### src/rtl/sar_port_pkg.sv
package sar_port_pkg;

   // Events decoded from the two sampled strobes in one system cycle.
   typedef struct packed {
      logic conv_rise;
      logic sck_rise;
   } port_edges_t;

   // Sequencer commands passed to the output shifter.
   typedef struct packed {
      logic start;
      logic shift;
      logic release_line;
   } seq_cmd_t;

   localparam int unsigned DEF_RES_BITS     = 14;
   localparam int unsigned DEF_FRAME_BITS   = 14;
   localparam int unsigned DEF_WORD_CLKS    = 16;
   localparam int unsigned DEF_NAP_PULSES   = 2;
   localparam int unsigned DEF_SLEEP_PULSES = 4;

endpackage

### src/rtl/sar_edge_detect.sv
module sar_edge_detect
   import sar_port_pkg::*;
(
   input  logic        clk,
   input  logic        rst_n,
   input  logic        conv_i,
   input  logic        sck_i,
   output port_edges_t edges_o
);

   localparam int unsigned NUM_LINES = 2;

   logic [NUM_LINES-1:0] line_now;
   logic [NUM_LINES-1:0] line_prev;
   logic [NUM_LINES-1:0] line_rise;

   assign line_now = {conv_i, sck_i};

   always_ff @(posedge clk or negedge rst_n) begin
      if (!rst_n) line_prev <= '0;
      else        line_prev <= line_now;
   end

   for (genvar g = 0; g < NUM_LINES; g++) begin : g_rise
      assign line_rise[g] = line_now[g] & ~line_prev[g];
   end

   assign edges_o.conv_rise = line_rise[1];
   assign edges_o.sck_rise  = line_rise[0];

endmodule

### src/rtl/sar_sequencer.sv
module sar_sequencer
   import sar_port_pkg::*;
#(
   parameter int unsigned FRAME_BITS = DEF_FRAME_BITS,
   parameter int unsigned WORD_CLKS  = DEF_WORD_CLKS
) (
   input  logic        clk,
   input  logic        rst_n,
   input  port_edges_t edges_i,
   input  logic        asleep_i,
   output seq_cmd_t    cmd_o,
   output logic        hold_o
);

   localparam int unsigned CNT_W = $clog2(WORD_CLKS + 1);
   localparam logic [CNT_W-1:0] LAST_EDGE    = CNT_W'(WORD_CLKS);
   localparam logic [CNT_W-1:0] LAST_BIT     = CNT_W'(FRAME_BITS);
   localparam logic [CNT_W-1:0] RELEASE_EDGE = CNT_W'(FRAME_BITS + 1);

   if (FRAME_BITS + 1 > WORD_CLKS) begin : g_bad_window
      $error("sar_sequencer: frame plus release slot must fit in WORD_CLKS");
   end

   logic [CNT_W-1:0] edge_cnt;
   logic [CNT_W-1:0] edge_cnt_nxt;
   logic             hold_q;
   logic             conv_go;
   logic             sck_go;

   // A serial edge landing with the convert edge is dropped (late strobe).
   assign conv_go      = edges_i.conv_rise & ~asleep_i;
   assign sck_go       = edges_i.sck_rise & ~asleep_i & ~edges_i.conv_rise & hold_q;
   assign edge_cnt_nxt = edge_cnt + 1'b1;

   always_ff @(posedge clk or negedge rst_n) begin
      if (!rst_n) begin
         edge_cnt <= '0;
         hold_q   <= 1'b0;
      end else if (conv_go) begin
         edge_cnt <= '0;
         hold_q   <= 1'b1;
      end else if (sck_go) begin
         edge_cnt <= edge_cnt_nxt;
         if (edge_cnt_nxt == LAST_EDGE) hold_q <= 1'b0;
      end
   end

   assign cmd_o.start        = conv_go;
   assign cmd_o.shift        = sck_go && (edge_cnt_nxt <= LAST_BIT);
   assign cmd_o.release_line = sck_go && (edge_cnt_nxt == RELEASE_EDGE);
   assign hold_o             = hold_q;

   AST_HOLD_ON_CONV: assert property (@(posedge clk) disable iff (!rst_n)
      (edges_i.conv_rise && !asleep_i) |=> hold_o);

   AST_CNT_IN_WINDOW: assert property (@(posedge clk) disable iff (!rst_n)
      edge_cnt <= LAST_EDGE);

   AST_FROZEN_ASLEEP: assert property (@(posedge clk) disable iff (!rst_n)
      asleep_i |=> $stable(hold_o));

endmodule

### src/rtl/sar_shifter.sv
module sar_shifter
   import sar_port_pkg::*;
#(
   parameter int unsigned RES_BITS   = DEF_RES_BITS,
   parameter int unsigned FRAME_BITS = DEF_FRAME_BITS
) (
   input  logic                clk,
   input  logic                rst_n,
   input  seq_cmd_t            cmd_i,
   input  logic                hold_i,
   input  logic [RES_BITS-1:0] result_i,
   output logic                sdo_o,
   output logic                sdo_oe_o
);

   localparam int unsigned PAD_BITS = FRAME_BITS - RES_BITS;

   if (RES_BITS > FRAME_BITS || RES_BITS < 2) begin : g_bad_res
      $error("sar_shifter: RES_BITS must lie in 2..FRAME_BITS");
   end

   logic [RES_BITS-1:0]   pending_q;
   logic [FRAME_BITS-1:0] frame_w;
   logic [FRAME_BITS-1:0] shift_q;
   logic                  sdo_q;
   logic                  oe_q;

   if (PAD_BITS == 0) begin : g_full
      assign frame_w = pending_q;
   end else begin : g_padded
      assign frame_w = {pending_q, {PAD_BITS{1'b0}}};
   end

   always_ff @(posedge clk or negedge rst_n) begin
      if (!rst_n) begin
         pending_q <= '0;
         shift_q   <= '0;
         sdo_q     <= 1'b0;
         oe_q      <= 1'b0;
      end else if (cmd_i.start) begin
         pending_q <= result_i;
         shift_q   <= frame_w;
         sdo_q     <= 1'b0;
         oe_q      <= 1'b0;
      end else if (cmd_i.shift) begin
         sdo_q   <= shift_q[FRAME_BITS-1];
         shift_q <= {shift_q[FRAME_BITS-2:0], 1'b0};
         oe_q    <= 1'b1;
      end else if (cmd_i.release_line) begin
         sdo_q <= 1'b0;
         oe_q  <= 1'b0;
      end
   end

   assign sdo_o    = sdo_q;
   assign sdo_oe_o = oe_q;

   AST_QUIET_WHEN_SAMPLING: assert property (@(posedge clk) disable iff (!rst_n)
      !hold_i |-> !sdo_oe_o);

   AST_QUIET_AFTER_START: assert property (@(posedge clk) disable iff (!rst_n)
      cmd_i.start |=> !sdo_oe_o);

endmodule

### src/rtl/sar_power_monitor.sv
module sar_power_monitor
   import sar_port_pkg::*;
#(
   parameter int unsigned NAP_PULSES   = DEF_NAP_PULSES,
   parameter int unsigned SLEEP_PULSES = DEF_SLEEP_PULSES
) (
   input  logic        clk,
   input  logic        rst_n,
   input  port_edges_t edges_i,
   output logic        nap_o,
   output logic        sleep_o
);

   localparam int unsigned PC_W = $clog2(SLEEP_PULSES + 1);
   localparam logic [PC_W-1:0] NAP_AT   = PC_W'(NAP_PULSES);
   localparam logic [PC_W-1:0] SLEEP_AT = PC_W'(SLEEP_PULSES);

   if (NAP_PULSES < 1 || NAP_PULSES >= SLEEP_PULSES) begin : g_bad_pulses
      $error("sar_power_monitor: need 1 <= NAP_PULSES < SLEEP_PULSES");
   end

   logic [PC_W-1:0] pulse_cnt;
   logic [PC_W-1:0] pulse_nxt;
   logic            nap_q;
   logic            sleep_q;

   assign pulse_nxt = (pulse_cnt == SLEEP_AT) ? pulse_cnt : pulse_cnt + 1'b1;

   always_ff @(posedge clk or negedge rst_n) begin
      if (!rst_n) begin
         pulse_cnt <= '0;
         nap_q     <= 1'b0;
         sleep_q   <= 1'b0;
      end else if (edges_i.sck_rise) begin
         pulse_cnt <= '0;
         nap_q     <= 1'b0;
         sleep_q   <= 1'b0;
      end else if (edges_i.conv_rise) begin
         pulse_cnt <= pulse_nxt;
         nap_q     <= (pulse_nxt >= NAP_AT) && (pulse_nxt < SLEEP_AT);
         sleep_q   <= (pulse_nxt >= SLEEP_AT);
      end
   end

   assign nap_o   = nap_q;
   assign sleep_o = sleep_q;

   AST_STATES_EXCLUSIVE: assert property (@(posedge clk) disable iff (!rst_n)
      !(nap_o && sleep_o));

   AST_NAP_NEEDS_CONV: assert property (@(posedge clk) disable iff (!rst_n)
      $rose(nap_o) |-> $past(edges_i.conv_rise));

   AST_WAKE_ON_SCK: assert property (@(posedge clk) disable iff (!rst_n)
      edges_i.sck_rise |=> (!sleep_o && !nap_o));

endmodule

### src/rtl/sar_serial_port.sv
module sar_serial_port
   import sar_port_pkg::*;
#(
   parameter int unsigned RES_BITS     = DEF_RES_BITS,
   parameter int unsigned FRAME_BITS   = DEF_FRAME_BITS,
   parameter int unsigned WORD_CLKS    = DEF_WORD_CLKS,
   parameter int unsigned NAP_PULSES   = DEF_NAP_PULSES,
   parameter int unsigned SLEEP_PULSES = DEF_SLEEP_PULSES
) (
   input  logic                clk,
   input  logic                rst_n,
   input  logic                conv_i,
   input  logic                sck_i,
   input  logic [RES_BITS-1:0] result_i,
   output logic                sdo_o,
   output logic                sdo_oe_o,
   output logic                hold_o,
   output logic                nap_o,
   output logic                sleep_o
);

   if (RES_BITS != 12 && RES_BITS != 14) begin : g_bad_variant
      $error("sar_serial_port: RES_BITS must be 12 or 14");
   end

   port_edges_t edges;
   seq_cmd_t    cmd;
   logic        asleep;
   logic        hold;

   sar_edge_detect u_edges (
      .clk     (clk),
      .rst_n   (rst_n),
      .conv_i  (conv_i),
      .sck_i   (sck_i),
      .edges_o (edges)
   );

   sar_power_monitor #(
      .NAP_PULSES   (NAP_PULSES),
      .SLEEP_PULSES (SLEEP_PULSES)
   ) u_power (
      .clk     (clk),
      .rst_n   (rst_n),
      .edges_i (edges),
      .nap_o   (nap_o),
      .sleep_o (asleep)
   );

   sar_sequencer #(
      .FRAME_BITS (FRAME_BITS),
      .WORD_CLKS  (WORD_CLKS)
   ) u_seq (
      .clk      (clk),
      .rst_n    (rst_n),
      .edges_i  (edges),
      .asleep_i (asleep),
      .cmd_o    (cmd),
      .hold_o   (hold)
   );

   sar_shifter #(
      .RES_BITS   (RES_BITS),
      .FRAME_BITS (FRAME_BITS)
   ) u_shift (
      .clk      (clk),
      .rst_n    (rst_n),
      .cmd_i    (cmd),
      .hold_i   (hold),
      .result_i (result_i),
      .sdo_o    (sdo_o),
      .sdo_oe_o (sdo_oe_o)
   );

   assign hold_o  = hold;
   assign sleep_o = asleep;

   AST_RESET_QUIET: assert property (@(posedge clk) disable iff (!rst_n)
      $rose(rst_n) |-> (!sdo_oe_o && !hold_o && !nap_o && !sleep_o));

   AST_DRIVE_INSIDE_HOLD: assert property (@(posedge clk) disable iff (!rst_n)
      sdo_oe_o |-> hold_o);

endmodule

### config.mk
export PLATFORM = sky130hd
export DESIGN_NAME = sar_serial_port
export DESIGN_NICKNAME = d
export VERILOG_FILES = /design/src/rtl/sar_port_pkg.sv /design/src/rtl/sar_edge_detect.sv /design/src/rtl/sar_sequencer.sv /design/src/rtl/sar_shifter.sv /design/src/rtl/sar_power_monitor.sv /design/src/rtl/sar_serial_port.sv
export SDC_FILE = /design/constraint.sdc
export NUM_CORES = 1
export LEC_CHECK = 0
export ABC_CLOCK_PERIOD_IN_PS = 2700
export BUFFER_PORTS_ARGS = -buffer_cell sky130_fd_sc_hd__buf_2
export CAP_MARGIN = 40
export CORE_ASPECT_RATIO = 1.4
export CORE_MARGIN = 5
export CORE_UTILIZATION = 40
export CTS_CLUSTER_DIAMETER = 30
export DETAILED_ROUTE_END_ITERATION = 12
export SLEW_MARGIN = 20
export SYNTH_ARGS = -nofsm -noshare
export SYNTH_HDL_FRONTEND = slang
export SYNTH_SLANG_ARGS = --single-unit
### constraint.sdc
create_clock -name clk -period 2.7 [get_ports clk]
set_input_delay 0.135 -clock clk [delete_from_list [all_inputs] [get_ports clk]]
set_output_delay 0.135 -clock clk [all_outputs]
set_load 0.005 [all_outputs]
=== Word level (Yosys, flattened, before mapping) ===
Index checks and enable logic that the tools add are counted.

* Output and inout bits: 5
* Logic and storage cells: 57
* Register bits after elaboration: 43
* Bits of input ports: 18

* Bitwise operators: 10
* Add/subtract/negate cells: 2
* Mux-type cells: 19
* Eq/ne operators: 3
* Reduce and logical (&&, ||, !) cells: 9
* $lt $le $gt $ge: 4

{| class="wikitable"
|+ Operators by type and width
! cell !! count
|-
| $mux 14 || 2
|-
| $mux 1 || 12
|-
| $mux 5 || 2
|-
| $mux 3 || 3
|-
| $reduce_bool 2->1 || 4
|-
| $and 1x1->1 || 6
|-
| $add 5x1->5 const B || 1
|-
| $eq 5x4->1 const B || 1
|-
| $eq 5x5->1 const B || 1
|-
| $le 5x4->1 const B || 1
|-
| $not 1->1 || 4
|-
| $add 3x1->3 const B || 1
|-
| $eq 3x3->1 const B || 1
|-
| $ge 3x2->1 const B || 1
|-
| $ge 3x3->1 const B || 1
|-
| $logic_and 1x1->1 || 3
|-
| $lt 3x3->1 const B || 1
|-
| $reduce_bool 3->1 || 1
|-
| $reduce_and 2->1 || 1
|}

=== Depth between registers and ports, before layout ===
Gate-level depths: netlist of run 1.

* Word-level depth: 9
* Depth in mapped cells: 8
* Mapped depth without buffers: 7

=== Modules after synthesis ===
From an unflattened synthesis of run 1, not the netlist that was laid out.

* Cell total of the unflattened synthesis: 175
* Area, all modules: 2060.7 um2

{| class="wikitable"
|+ Modules (own cells, without submodules)
! module !! cells each !! area each (um2) !! times used !! seq. area each (um2)
|-
| sar_shifter || 99 || 1275.0 || 1 || 750.7
|-
| sar_sequencer || 46 || 422.9 || 1 || 150.1
|-
| sar_power_monitor || 26 || 285.3 || 1 || 125.1
|-
| sar_edge_detect || 4 || 77.6 || 1 || 50.0
|}

=== Worst setup path before layout of run 1 ===
Ideal clock, no wire load.

* Kind: register to register
* Start point: register u_seq.edge_cnt[0]
* End point: register u_shift.shift_q[10]
* Arrival: 1.894 ns
* Slack: 0.680 ns
* Clock period less this slack: 2.020 ns
* Cell stages (with the launch flop): 9
* Library setup time: 0.126 ns
* Buffers on the path: 2
* Required time: 2.574 ns
* Cells stage by stage: dfrtp_1 ha_1 and2_1 a21o_1 and3_4 and2_4 buf_6 buf_6 a221o_1

* Word-level cells in the longest chain between the ends: 4

{| class="wikitable"
|+ RTL lines
! element !! line !! RTL
|-
| start: declaration || sar_sequencer.sv:24 || <nowiki>logic [CNT_W-1:0] edge_cnt;</nowiki>
|-
| start signal: assignment || sar_sequencer.sv:43 || <nowiki>edge_cnt <= edge_cnt_nxt;</nowiki>
|-
| $add 5x1->5 || sar_sequencer.sv:33 || <nowiki>assign edge_cnt_nxt = edge_cnt + 1'b1;</nowiki>
|-
| $le 5x4->1 || sar_sequencer.sv:49 || <nowiki>assign cmd_o.shift = sck_go && (edge_cnt_nxt <= LAST_BIT);</nowiki>
|-
| $logic_and 1x1->1 || sar_sequencer.sv:49 ||
|-
| $reduce_bool 2->1 (no line) || - ||
|-
| end signal: assignment || sar_shifter.sv:42 || <nowiki>shift_q <= frame_w;</nowiki>
|-
| end signal: assignment || sar_shifter.sv:47 || <nowiki>shift_q <= {shift_q[FRAME_BITS-2:0], 1'b0};</nowiki>
|-
| end: declaration || sar_shifter.sv:24 || <nowiki>logic [FRAME_BITS-1:0] shift_q;</nowiki>
|}

Every way passes these cells.
A chain may end at the register's enable or synchronous reset.

=== Worst setup path after layout of run 1 ===
Ends and elaborated chain as after synthesis.

==> flow_metrics.py, run 1 <==
metrics = {
    "status": {
        "status": "completed",
    },
    "synthesis": {
        "synth-simple-area-share_pct": 22.6,
        "synthAdderAreaFrac_pct": 3.88,
        "yosysUniqueCellTypes": 34,
        "synth_cells": 189,
        "syn_area_per_cell_um2": 10.2,
        "synth_seq_area_share_pct": 54.3,
        "synth_top_area_share_pct": 54.3,
        "yosys-top-cells-count": "nand2_1 (49), dfrtp_1 (42), and2_1 (15)",
        "synth_edf_count": 0,
        "yosysMostFrequentCell": "nand2_1",
        "synth_top_family_by_area": "simple AND/OR/NAND/NOR gates",
        "synth.mux.area_fraction_pct": 0.517,
        "netlist_area_um2": 1930,
        "synth-seq-cells": 42,
        "synthArstFlopShare_pct": 100,
        "synth_compound_area_share_pct": 13.6,
        "ys.flop_type": "dfrtp_1",
        "yosysTopAreaCell": "dfrtp_1",
        "synthTopCellsByArea": "dfrtp_1 (54%), nand2_1 (9.5%), a221o_1 (6.7%), and2_1 (4.9%), ha_1 (3.9%)",
        "synth_nets": 213,
        "synth_xor_area_share_pct": 0.906,
        "yosysWarnings": 0,
    },
    "timing": {
        "worst_pin_slew_ns": 0.501,
        "max_freq_ghz": 0.460,
        "max_slew_margin_pct": 66.6,
        "slew_violations": 0,
        "hold_viol": 0,
        "setup_tns_ns": 0,
        "worst_slack_ns": 0.525,
        "setup_viol": 0,
        "finalClockSkew_ns": 0.00796,
        "min_period_ns": 2.18,
        "rsz0062_at_grt": "no",
        "fin_crit_sh_pct": 80.6,
    },
    "clocking": {
        "clock_path_buffers": 2,
        "cts_max_level": 2,
        "clkTransAtPathRegs_ns": 0.08,
        "cts_tree": "done",
        "clockRootBuffer": "clkbuf_8",
        "clock-sinks": 42,
        "cts_made_buffers": 5,
        "insertion_delay_ns": 0.29,
    },
    "place": {
        "place_congestion": 0.762,
        "io_buffers": 22,
        "place_ws_ns": 0.508,
        "dpl_cell_area_um2": 2100,
        "place_hpwl_um": 2470,
    },
    "detailed_routing": {
        "postRouteAntennaNets": 0,
        "via_per_inst": 4.90,
        "dr.pass1.iters": 4,
        "vias": 1367,
        "drtIter0Drc": 51,
        "drc_errors": 0,
        "wirelength_um": 3510,
        "wl_per_cell_um": 12.6,
    },
    "worst_setup_path": {
        "slowest_delay_ns": 0.46,
        "cp-start-kind": "register",
        "crit_slowest_cell": "dfrtp_1",
        "cp_data_arrival_time_ns": 2.36,
        "critPathMaxFanout": 8,
        "cpLargestDelayFamily": "compound AO/OA/AOI/OAI gates",
        "path_buf_inv": 1,
        "crit_type": "register to register",
        "worstPathCellList": "ha_1 > nand2b_1 > a21bo_1 > a32oi_1 > a21oi_1 > buf_4 > a221o_1",
        "cp.required_ns": 2.88,
        "endpoint_kind": "register",
    },
    "global_routing": {
        "grt_pass1_vias": 1439,
        "grt_pass1_wl_um": 6480,
        "antenna_found_initial": 0,
        "grt_start_max_net_pins": 32,
        "gr-total-overflow": 0,
        "grtUsageTotal_pct": 13.3,
    },
    "final_layout": {
        "final_area_um2": 2220,
        "final_layout_size_suffix_gt1_share_pct": 18.6,
        "diodes": 0,
        "nets": 238,
        "area_growth_syn_to_layout_pct": 14.8,
    },
    "floorplan": {
        "placementRows": 30,
        "top_level_ports": 23,
        "fp.dieW_um": 68.8,
        "dieHeight_um": 92.3,
        "coreArea_um2": 4770,
        "start_util_pct": 40.6,
        "die-area_um2": 6350,
    },
    "min_path": {
        "hold_class": "input port to register",
    },
    "pwr": {
        "powerDensity_nw_per_um2": 699,
        "total_power_mw": 1.55,
        "leakagePower_nw": 1.10,
        "vdd_ir_drop_max_v": 0.000340,
    },
    "run": {
        "cap_violations": 0,
    },
}
[final timing paths]
path | start | depth (start not counted) | to | slack, ns
max | u_seq.edge_cnt[0] | 7 | u_shift.shift_q[10] | 0.52
min | result_i[9] | 3 | u_shift.frame_w[9] | 0.02
max reg2reg | u_seq.edge_cnt[0] | 7 | u_shift.shift_q[10] | 0.52
min reg2reg | u_shift.frame_w[13] | 2 | u_shift.frame_w[13] | 0.47
max in group asynchronous | rst_n | 3 | u_seq.edge_cnt[4] | 1.94
min in group asynchronous | rst_n | 2 | u_shift.frame_w[10] | 0.28
[logic make-up after synthesis]
| logic type | Yosys count |
|---|---|
| and+or+nand+nor | 89 |
| DFF | 42 |
| AOI/OAI and AO/OA | 34 |
| buffers and inverters | 15 |
| adders and majority gates | 6 |
| xor gates and xnor gates | 2 |
| muxes | 1 |
[flip-flops by register name (all words and copies together) (netlist names)]
register	cells
u_shift.sdo_o	1
u_power.nap_o	1
u_power.sleep_o	1
u_shift.frame_w	14
u_seq.edge_cnt	5
u_shift.sdo_oe_o	1
u_edges.line_prev	2
u_power.pulse_cnt	2
u_shift.shift_q	14
u_seq.hold_o	1
[report_power, final]
part | switching (mW) | leakage [nW] | internal [mW]
logic | 0.148 | 0.523 | 0.158
clock network | 0.221 | 0.0441 | 0.182
registers | 0.0851 | 0.530 | 0.759
total | 0.454 | 1.10 | 1.10
[per-layer routing]
| metal | global-route usage [%] | part of all wire (%) |
|---|---|---|
| met2 | 19.4 | 46 |
| met4 | 4.39 | 1.3 |
| met3 | 4.53 | 4.1 |
| met5 | 0 | 0 |
| met1 | 18.2 | 48 |
[final cells by class]
type	instances	area, µm²
Sequential cell	42	1050
Timing Repair Buffer	28	175
Clock buffer	5	68.8
Multi-Input combinational cell	132	806
Fill cell	478	2550
Inverter	5	18.8
Tap cell	64	80.1
Clock inverter	3	21.3
[timing repair]
| item | CTS | global route |
|---|---|---|
| hold buffers | 3 | 0 |
| resized for setup | 0 | 0 |
| buffers inserted | 0 | 0 |
| setup endpoints to repair | 0 | 0 |
| endpoints found under the hold margin | 16 | 0 |
[tightest hold or removal path: stages]
cell and delay (ns):
buf_2 0.07, nand2_1 0.04, nand2_1 0.04
[stage by stage]
step                      hold slack, ns  cells  utilization (%)
after floorplan                   -0.161    189                -
after global placement             0.254    266             43.5
after detailed placement          0.0777    268             44.1
after CTS                         0.0111    279             46.6
after global routing              0.0127    279             46.6
final                             0.0242    279             46.6
[cells in the final DEF, fill, tap and decap left out, drive strengths merged, types with 6 or more instances in the layout]
cell | netlist | layout
nand2 | 49 | 49
o21ai | 8 | 8
and2 | 16 | 16
buf | 4 | 25
nor2 | 9 | 9
ha | 6 | 6
dfrtp | 42 | 42
a221o | 13 | 13
Note: power is estimated with default switching activity, not from simulation.
==> inputs of run 2 (changes only) <==
--- a/config.mk
+++ b/config.mk
@@ -5,7 +5,8 @@
 export SDC_FILE = /design/constraint.sdc
 export NUM_CORES = 1
 export LEC_CHECK = 0
-export ABC_CLOCK_PERIOD_IN_PS = 2700
+export ABC_AREA = 1
+export ABC_CLOCK_PERIOD_IN_PS = 1900
 export BUFFER_PORTS_ARGS = -buffer_cell sky130_fd_sc_hd__buf_2
 export CAP_MARGIN = 40
 export CORE_ASPECT_RATIO = 1.4
==> constraint.sdc (replaced) <==
create_clock -name clk -period 1.9 [get_ports clk]
set_input_delay 0.095 -clock clk [delete_from_list [all_inputs] [get_ports clk]]
set_output_delay 0.095 -clock clk [all_outputs]
set_load 0.005 [all_outputs]
==> run 2 against run 1 <==
  * Register-to-register slack got worse by 0.39 ns
  * Critical path type unchanged
  * Non-clock buffer count increased by 13
  * Maximum frequency increased by 23%
  * Area after synthesis increased by 4.5%
  * Power increased by 71%
  * Clock-buffer cell count increased by 1
  * Clock skew about the same
  * Via count increased by 15%
  * Largest power group unchanged
  * Hold slack improved by 0.38 ns
==> flow_metrics.py, run 2 <==
metrics = {
    "global_routing": {
        "grtUsageTotal_pct": 13.2,
        "antenna_found_initial": 0,
        "use_met2_pct": 24.4,
        "use_met3_pct": 3.00,
        "busiest_layer": "met2",
        "grt_pass1_vias": 1580,
        "grt_start_max_net_pins": 43,
        "gr-total-overflow": 0,
        "grt_use_met1_pct": 14.8,
        "grt_pass1_wl_um": 7110,
    },
    "final_layout": {
        "final_area_um2": 2470,
        "diodes": 0,
        "mostFrequentLayoutCells": "nand2_1 (75), dfrtp_1 (41), nand3_1 (27), buf_2 (22), dlygate4sd3_1 (17)",
        "nets": 285,
        "area_growth_syn_to_layout_pct": 22.4,
        "final_layout_size_suffix_gt1_share_pct": 24.0,
        "fin_util_pct": 50.7,
        "layout_commonest_cell": "nand2_1",
    },
    "synthesis": {
        "netlist_area_um2": 2020,
        "yosysMostFrequentCell": "nand2_1",
        "yosysTopAreaCell": "dfrtp_1",
        "synthAdderAreaFrac_pct": 3.72,
        "synth_compound_area_share_pct": 2.97,
        "synth-seq-cells": 42,
        "synthArstFlopShare_pct": 100,
        "synth_nets": 246,
        "synth_xor_area_share_pct": 0.867,
        "synthTopCellsByArea": "dfrtp_1 (52%), nand2_1 (14%), nand3_1 (6.7%), nand3_2 (5.0%), ha_1 (3.7%)",
        "synth_top_family_by_area": "simple AND/OR/NAND/NOR gates",
        "synth_edf_count": 0,
        "synth_cells": 222,
        "synth_seq_area_share_pct": 52.0,
        "yosysWarnings": 0,
        "ys.flop_type": "dfrtp_1",
        "syn_area_per_cell_um2": 9.10,
        "yosys-top-cells-count": "nand2_1 (75), dfrtp_1 (42), nand3_1 (27)",
        "synth-simple-area-share_pct": 34.4,
        "synth.mux.area_fraction_pct": 0,
        "yosysUniqueCellTypes": 28,
        "synth_top_area_share_pct": 52.0,
    },
    "timing": {
        "max_freq_ghz": 0.566,
        "setup_tns_ns": 0,
        "finalClockSkew_ns": 0.00803,
        "slew_violations": 0,
        "fin_crit_sh_pct": 93.0,
        "min_period_ns": 1.77,
        "worst_pin_slew_ns": 0.542,
        "setup_viol": 0,
        "hold_viol": 0,
        "rsz0062_at_grt": "no",
        "max_slew_margin_pct": 63.9,
        "worst_slack_ns": 0.132,
    },
    "clocking": {
        "cts_tree": "done",
        "clkTransAtPathRegs_ns": 0.08,
        "cts_max_level": 2,
        "cts_made_buffers": 5,
        "clock_path_buffers": 2,
        "clock-sinks": 42,
        "insertion_delay_ns": 0.29,
        "clockRootBuffer": "clkbuf_8",
    },
    "floorplan": {
        "placementRows": 30,
        "start_util_pct": 41.4,
        "top_level_ports": 23,
        "fp.dieW_um": 70.1,
        "die-area_um2": 6590,
        "dieHeight_um": 94.1,
        "coreArea_um2": 4880,
    },
    "worst_setup_path": {
        "r2r_start": "u_seq.edge_cnt[1]",
        "regToRegSetupSlack_ns": 0.13,
        "critPathMaxFanout": 18,
        "cp.required_ns": 2.12,
        "cp_data_arrival_time_ns": 1.99,
        "crit_type": "register to register",
        "cp-start-kind": "register",
        "r2r_cells": 9,
        "r2r_end": "u_shift.shift_q[4]",
        "endpoint_kind": "register",
    },
    "detailed_routing": {
        "postRouteAntennaNets": 0,
        "drtIter0Drc": 89,
        "dr.pass1.iters": 4,
        "vias": 1566,
        "drc_errors": 0,
        "wl_per_cell_um": 12.1,
        "wirelength_um": 3940,
        "via_per_inst": 4.80,
    },
    "place": {
        "place_ws_ns": 0.124,
        "io_buffers": 22,
        "dpl_cell_area_um2": 2160,
        "place_congestion": 0.834,
        "place_hpwl_um": 2480,
    },
    "pwr": {
        "vdd_ir_drop_max_v": 0.000518,
        "leakagePower_nw": 1.28,
        "powerDensity_nw_per_um2": 1080,
    },
    "status": {
        "status": "completed",
    },
    "min_path": {
        "hold_class": "input port to async pin",
    },
    "run": {
        "cap_violations": 0,
    },
}
-- run 2: cell count changes after synthesis, sizes merged, moves of 3 or more --
| cell | delta |
|---|---|
| inv | +9 |
| a221o | -13 |
| nand2 | +39 |
| a21oi | -4 |
| nand4 | +6 |
| and2 | -16 |
| nor2 | -4 |
| buf | +3 |
| clkbuf | -4 |
| nand3 | +35 |
-- run 2: cells by family (layout without fill, tap and decap cells) --
group	Yosys count	count (layout)
fa+ha+maj	6	6
simple gates	138	138
xor+xnor	2	2
buf+inv	23	63
flops	42	42
compound gates	11	11
-- run 2: report_power, final --
part / internal (mW) / switching (mW)
Clock: 0.561 / 0.310
Combinational: 0.225 / 0.293
Sequential: 1.11 / 0.158
-- run 2: layout make-up --
cell class	count	area, µm²
multi-input cells	157	848
well taps	64	80.1
repair buffers	41	295
clock buffers	6	82.6
flip-flops and latches	42	1050
fillers	487	2410
clock inverters	2	60.1
inverters	14	55.1
-- run 2: worst max-delay path by stage --
stage	slack (ns)	cells after the start	start	end
after CTS	0.09	9	u_seq.edge_cnt[0]	u_shift.shift_q[4]
final	0.13	9	u_seq.edge_cnt[1]	u_shift.shift_q[4]
after floorplan	0.36	9	u_seq.edge_cnt[0]	u_shift.shift_q[10]
after global routing	0.004	9	u_seq.edge_cnt[1]	u_shift.shift_q[5]
after detailed placement	0.12	9	u_seq.edge_cnt[0]	u_shift.shift_q[5]
after global placement	0.24	8	u_seq.edge_cnt[0]	u_shift.shift_q[8]
-- run 2: timing repair --
| action | in CTS | in global routing |
|---|---|---|
| resized for setup | 0 | 1 |
| setup buffers | 0 | 0 |
| setup endpoints to repair | 0 | 9 |
| hold buffers | 17 | 0 |
| endpoints found under the hold margin | 58 | 0 |
-- run 2: through the flow --
step / cells / total power [mW] / hold WS [ns]
global placement: 301 / 1.77 / 0.201
finish: 326 / 2.66 / 0.405
global route: 326 / 2.83 / 0.470
detailed placement: 301 / 1.79 / 0.206
CTS: 326 / 2.70 / 0.411
floorplan: 222 / 1.64 / -0.201
-- run 2: worst max-delay path, stage by stage, from the launching register on --
cell and delay (ns):
dfrtp_1 0.47, ha_1 0.33, nand3_2 0.08, nand2_1 0.09, nand2_2 0.08, nor2_4 0.13
nand2_4 0.15, inv_4 0.20, nand2_1 0.07, nand3_1 0.08
-- run 2: metal layers --
metal	routed length, µm	up-vias
li1	-	794
met1	1750	742
met2	2010	25
met3	127	5
met4	46	0
met5	0	-
==> inputs of run 3 (changes only) <==
--- a/config.mk
+++ b/config.mk
@@ -14,6 +14,8 @@
 export CORE_UTILIZATION = 40
 export CTS_CLUSTER_DIAMETER = 30
 export DETAILED_ROUTE_END_ITERATION = 12
+export GPL_ROUTABILITY_DRIVEN = 0
+export MAX_ROUTING_LAYER = met4
 export SLEW_MARGIN = 20
 export SYNTH_ARGS = -nofsm -noshare
 export SYNTH_HDL_FRONTEND = slang
==> run 3 against run 2 <==
  * First-iteration DRC count grew 10%
  * Largest power group unchanged
  * Global-route usage grew 0.43 points
  * Clock skew shrank 0.00093 ns
  * Combinational power is essentially flat
  * Utilization is the same
  * Clock-buffer cell count is the same
==> flow_metrics.py, run 3 (same netlist as run 2, synthesis figures left out) <==
metrics = {
    "status": {
        "status": "completed",
    },
    "final_layout": {
        "final_layout_size_suffix_gt1_share_pct": 24.0,
        "mostFrequentLayoutCells": "nand2_1 (75), dfrtp_1 (41), nand3_1 (27), buf_2 (22), dlygate4sd3_1 (17)",
        "nets": 285,
        "multi_input_area_um2": 848,
        "final_area_um2": 2470,
        "seq_area_um2": 1050,
        "layout_commonest_cell": "nand2_1",
        "fin_util_pct": 50.7,
        "nFillCells": 487,
        "final_cells": 326,
        "area_growth_syn_to_layout_pct": 22.4,
        "diodes": 0,
    },
    "timing": {
        "min_period_ns": 1.76,
        "rsz0062_at_grt": "no",
        "fin_crit_sh_pct": 92.4,
        "slew_violations": 0,
        "worst_pin_slew_ns": 0.541,
        "finalClockSkew_ns": 0.00710,
        "setup_tns_ns": 0,
        "setup_viol": 0,
        "max_freq_ghz": 0.570,
        "max_slew_margin_pct": 63.9,
        "worst_slack_ns": 0.145,
        "hold_viol": 0,
        "whs_ns": 0.403,
    },
    "pwr": {
        "leakagePower_nw": 1.28,
        "total_power_mw": 2.66,
        "powerDensity_nw_per_um2": 1080,
        "vdd_ir_drop_max_v": 0.000518,
    },
    "clocking": {
        "clkTransAtPathRegs_ns": 0.08,
        "clockRootBuffer": "clkbuf_8",
        "cts_max_level": 2,
        "clock-sinks": 42,
        "cts_tree": "done",
        "cts_made_buffers": 5,
        "clock_path_buffers": 2,
        "insertion_delay_ns": 0.29,
    },
    "detailed_routing": {
        "drtIter0Drc": 98,
        "postRouteAntennaNets": 0,
        "wl_per_cell_um": 12.1,
        "vias": 1549,
        "via_per_inst": 4.75,
        "wirelength_um": 3940,
        "drc_errors": 0,
        "dr.pass1.iters": 4,
    },
    "worst_setup_path": {
        "endpoint": "u_shift.shift_q[5]",
        "regToRegSetupSlack_ns": 0.14,
        "r2r_start": "u_seq.edge_cnt[1]",
        "r2r_cells": 9,
        "critPathMaxFanout": 18,
        "endpoint_kind": "register",
        "cp.required_ns": 2.13,
        "r2r_end": "u_shift.shift_q[5]",
        "cp-start-kind": "register",
        "crit_type": "register to register",
        "cp-startpoint": "u_seq.edge_cnt[1]",
        "cp_data_arrival_time_ns": 1.98,
    },
    "global_routing": {
        "grt_start_max_net_pins": 43,
        "grt_pass1_vias": 1579,
        "antenna_found_initial": 0,
        "grt_pass1_wl_um": 7110,
        "grtUsageTotal_pct": 13.6,
        "gr-total-overflow": 0,
    },
    "floorplan": {
        "dieHeight_um": 94.1,
        "coreArea_um2": 4880,
        "fp.dieW_um": 70.1,
        "top_level_ports": 23,
        "placementRows": 30,
        "die-area_um2": 6590,
        "start_util_pct": 41.4,
    },
    "place": {
        "place_ws_ns": 0.124,
        "place_hpwl_um": 2480,
        "dpl_cell_area_um2": 2160,
        "post-place-cells": 301,
        "io_buffers": 22,
    },
    "run": {
        "cap_violations": 0,
    },
    "min_path": {
        "hold_class": "input port to async pin",
    },
}
[run 3: cell counts in the layout (fill, tap and decap cells not counted)]
No cell type changed its count.
[run 3: how the worst min path moves through the flow]
stage / start / to / slack (ns) / cells past startpoint
after floorplan: rst_n / u_edges.line_prev[0] / -0.20 / 0
after global placement: rst_n / u_shift.frame_w[8] / 0.20 / 2
after detailed placement: rst_n / u_shift.frame_w[8] / 0.21 / 2
after CTS: rst_n / u_shift.frame_w[5] / 0.41 / 3
after global routing: conv_i / u_edges.line_prev[1] / 0.47 / 2
final: rst_n / u_shift.frame_w[8] / 0.40 / 3
[run 3: power by group]
group / internal, mW / total, mW / switching, mW
clock network: 0.561 / 0.870 / 0.310
logic: 0.225 / 0.518 / 0.293
registers: 1.11 / 1.27 / 0.157
total: 1.90 / 2.66 / 0.760
[run 3: layer usage]
metal  GRT usage [%]  wire [µm]
met3            3.32        115
met4            4.31         47
met1            14.8       1760
met5               -          0
met2            24.4       2010
[run 3: final cells by class]
cell class / instances / share of cell area (%)
flip-flops and latches: 42 / 42.5
multi-input cells: 157 / 34.3
repair buffers: 41 / 11.9
clock buffers: 6 / 3.34
well taps: 64 / 3.24
clock inverters: 2 / 2.43
inverters: 14 / 2.23
[run 3: worst max-delay path, stage by stage, from the launching register on]
cell and delay [ns]:
dfrtp_1 0.47, ha_1 0.32, nand3_2 0.08, nand2_1 0.09, nand2_2 0.08, nor2_4 0.13, nand2_4 0.15, inv_4 0.20
nand2_1 0.08, nand3_1 0.09
[run 3: timing repair]
| item | 4_1_cts | 5_1_grt |
|---|---|---|
| endpoints found under the setup margin | 0 | 9 |
| gates resized for setup | 0 | 1 |
| setup buffers | 0 | 0 |
| hold buffers | 17 | 0 |
| endpoints found under the hold margin | 58 | 0 |
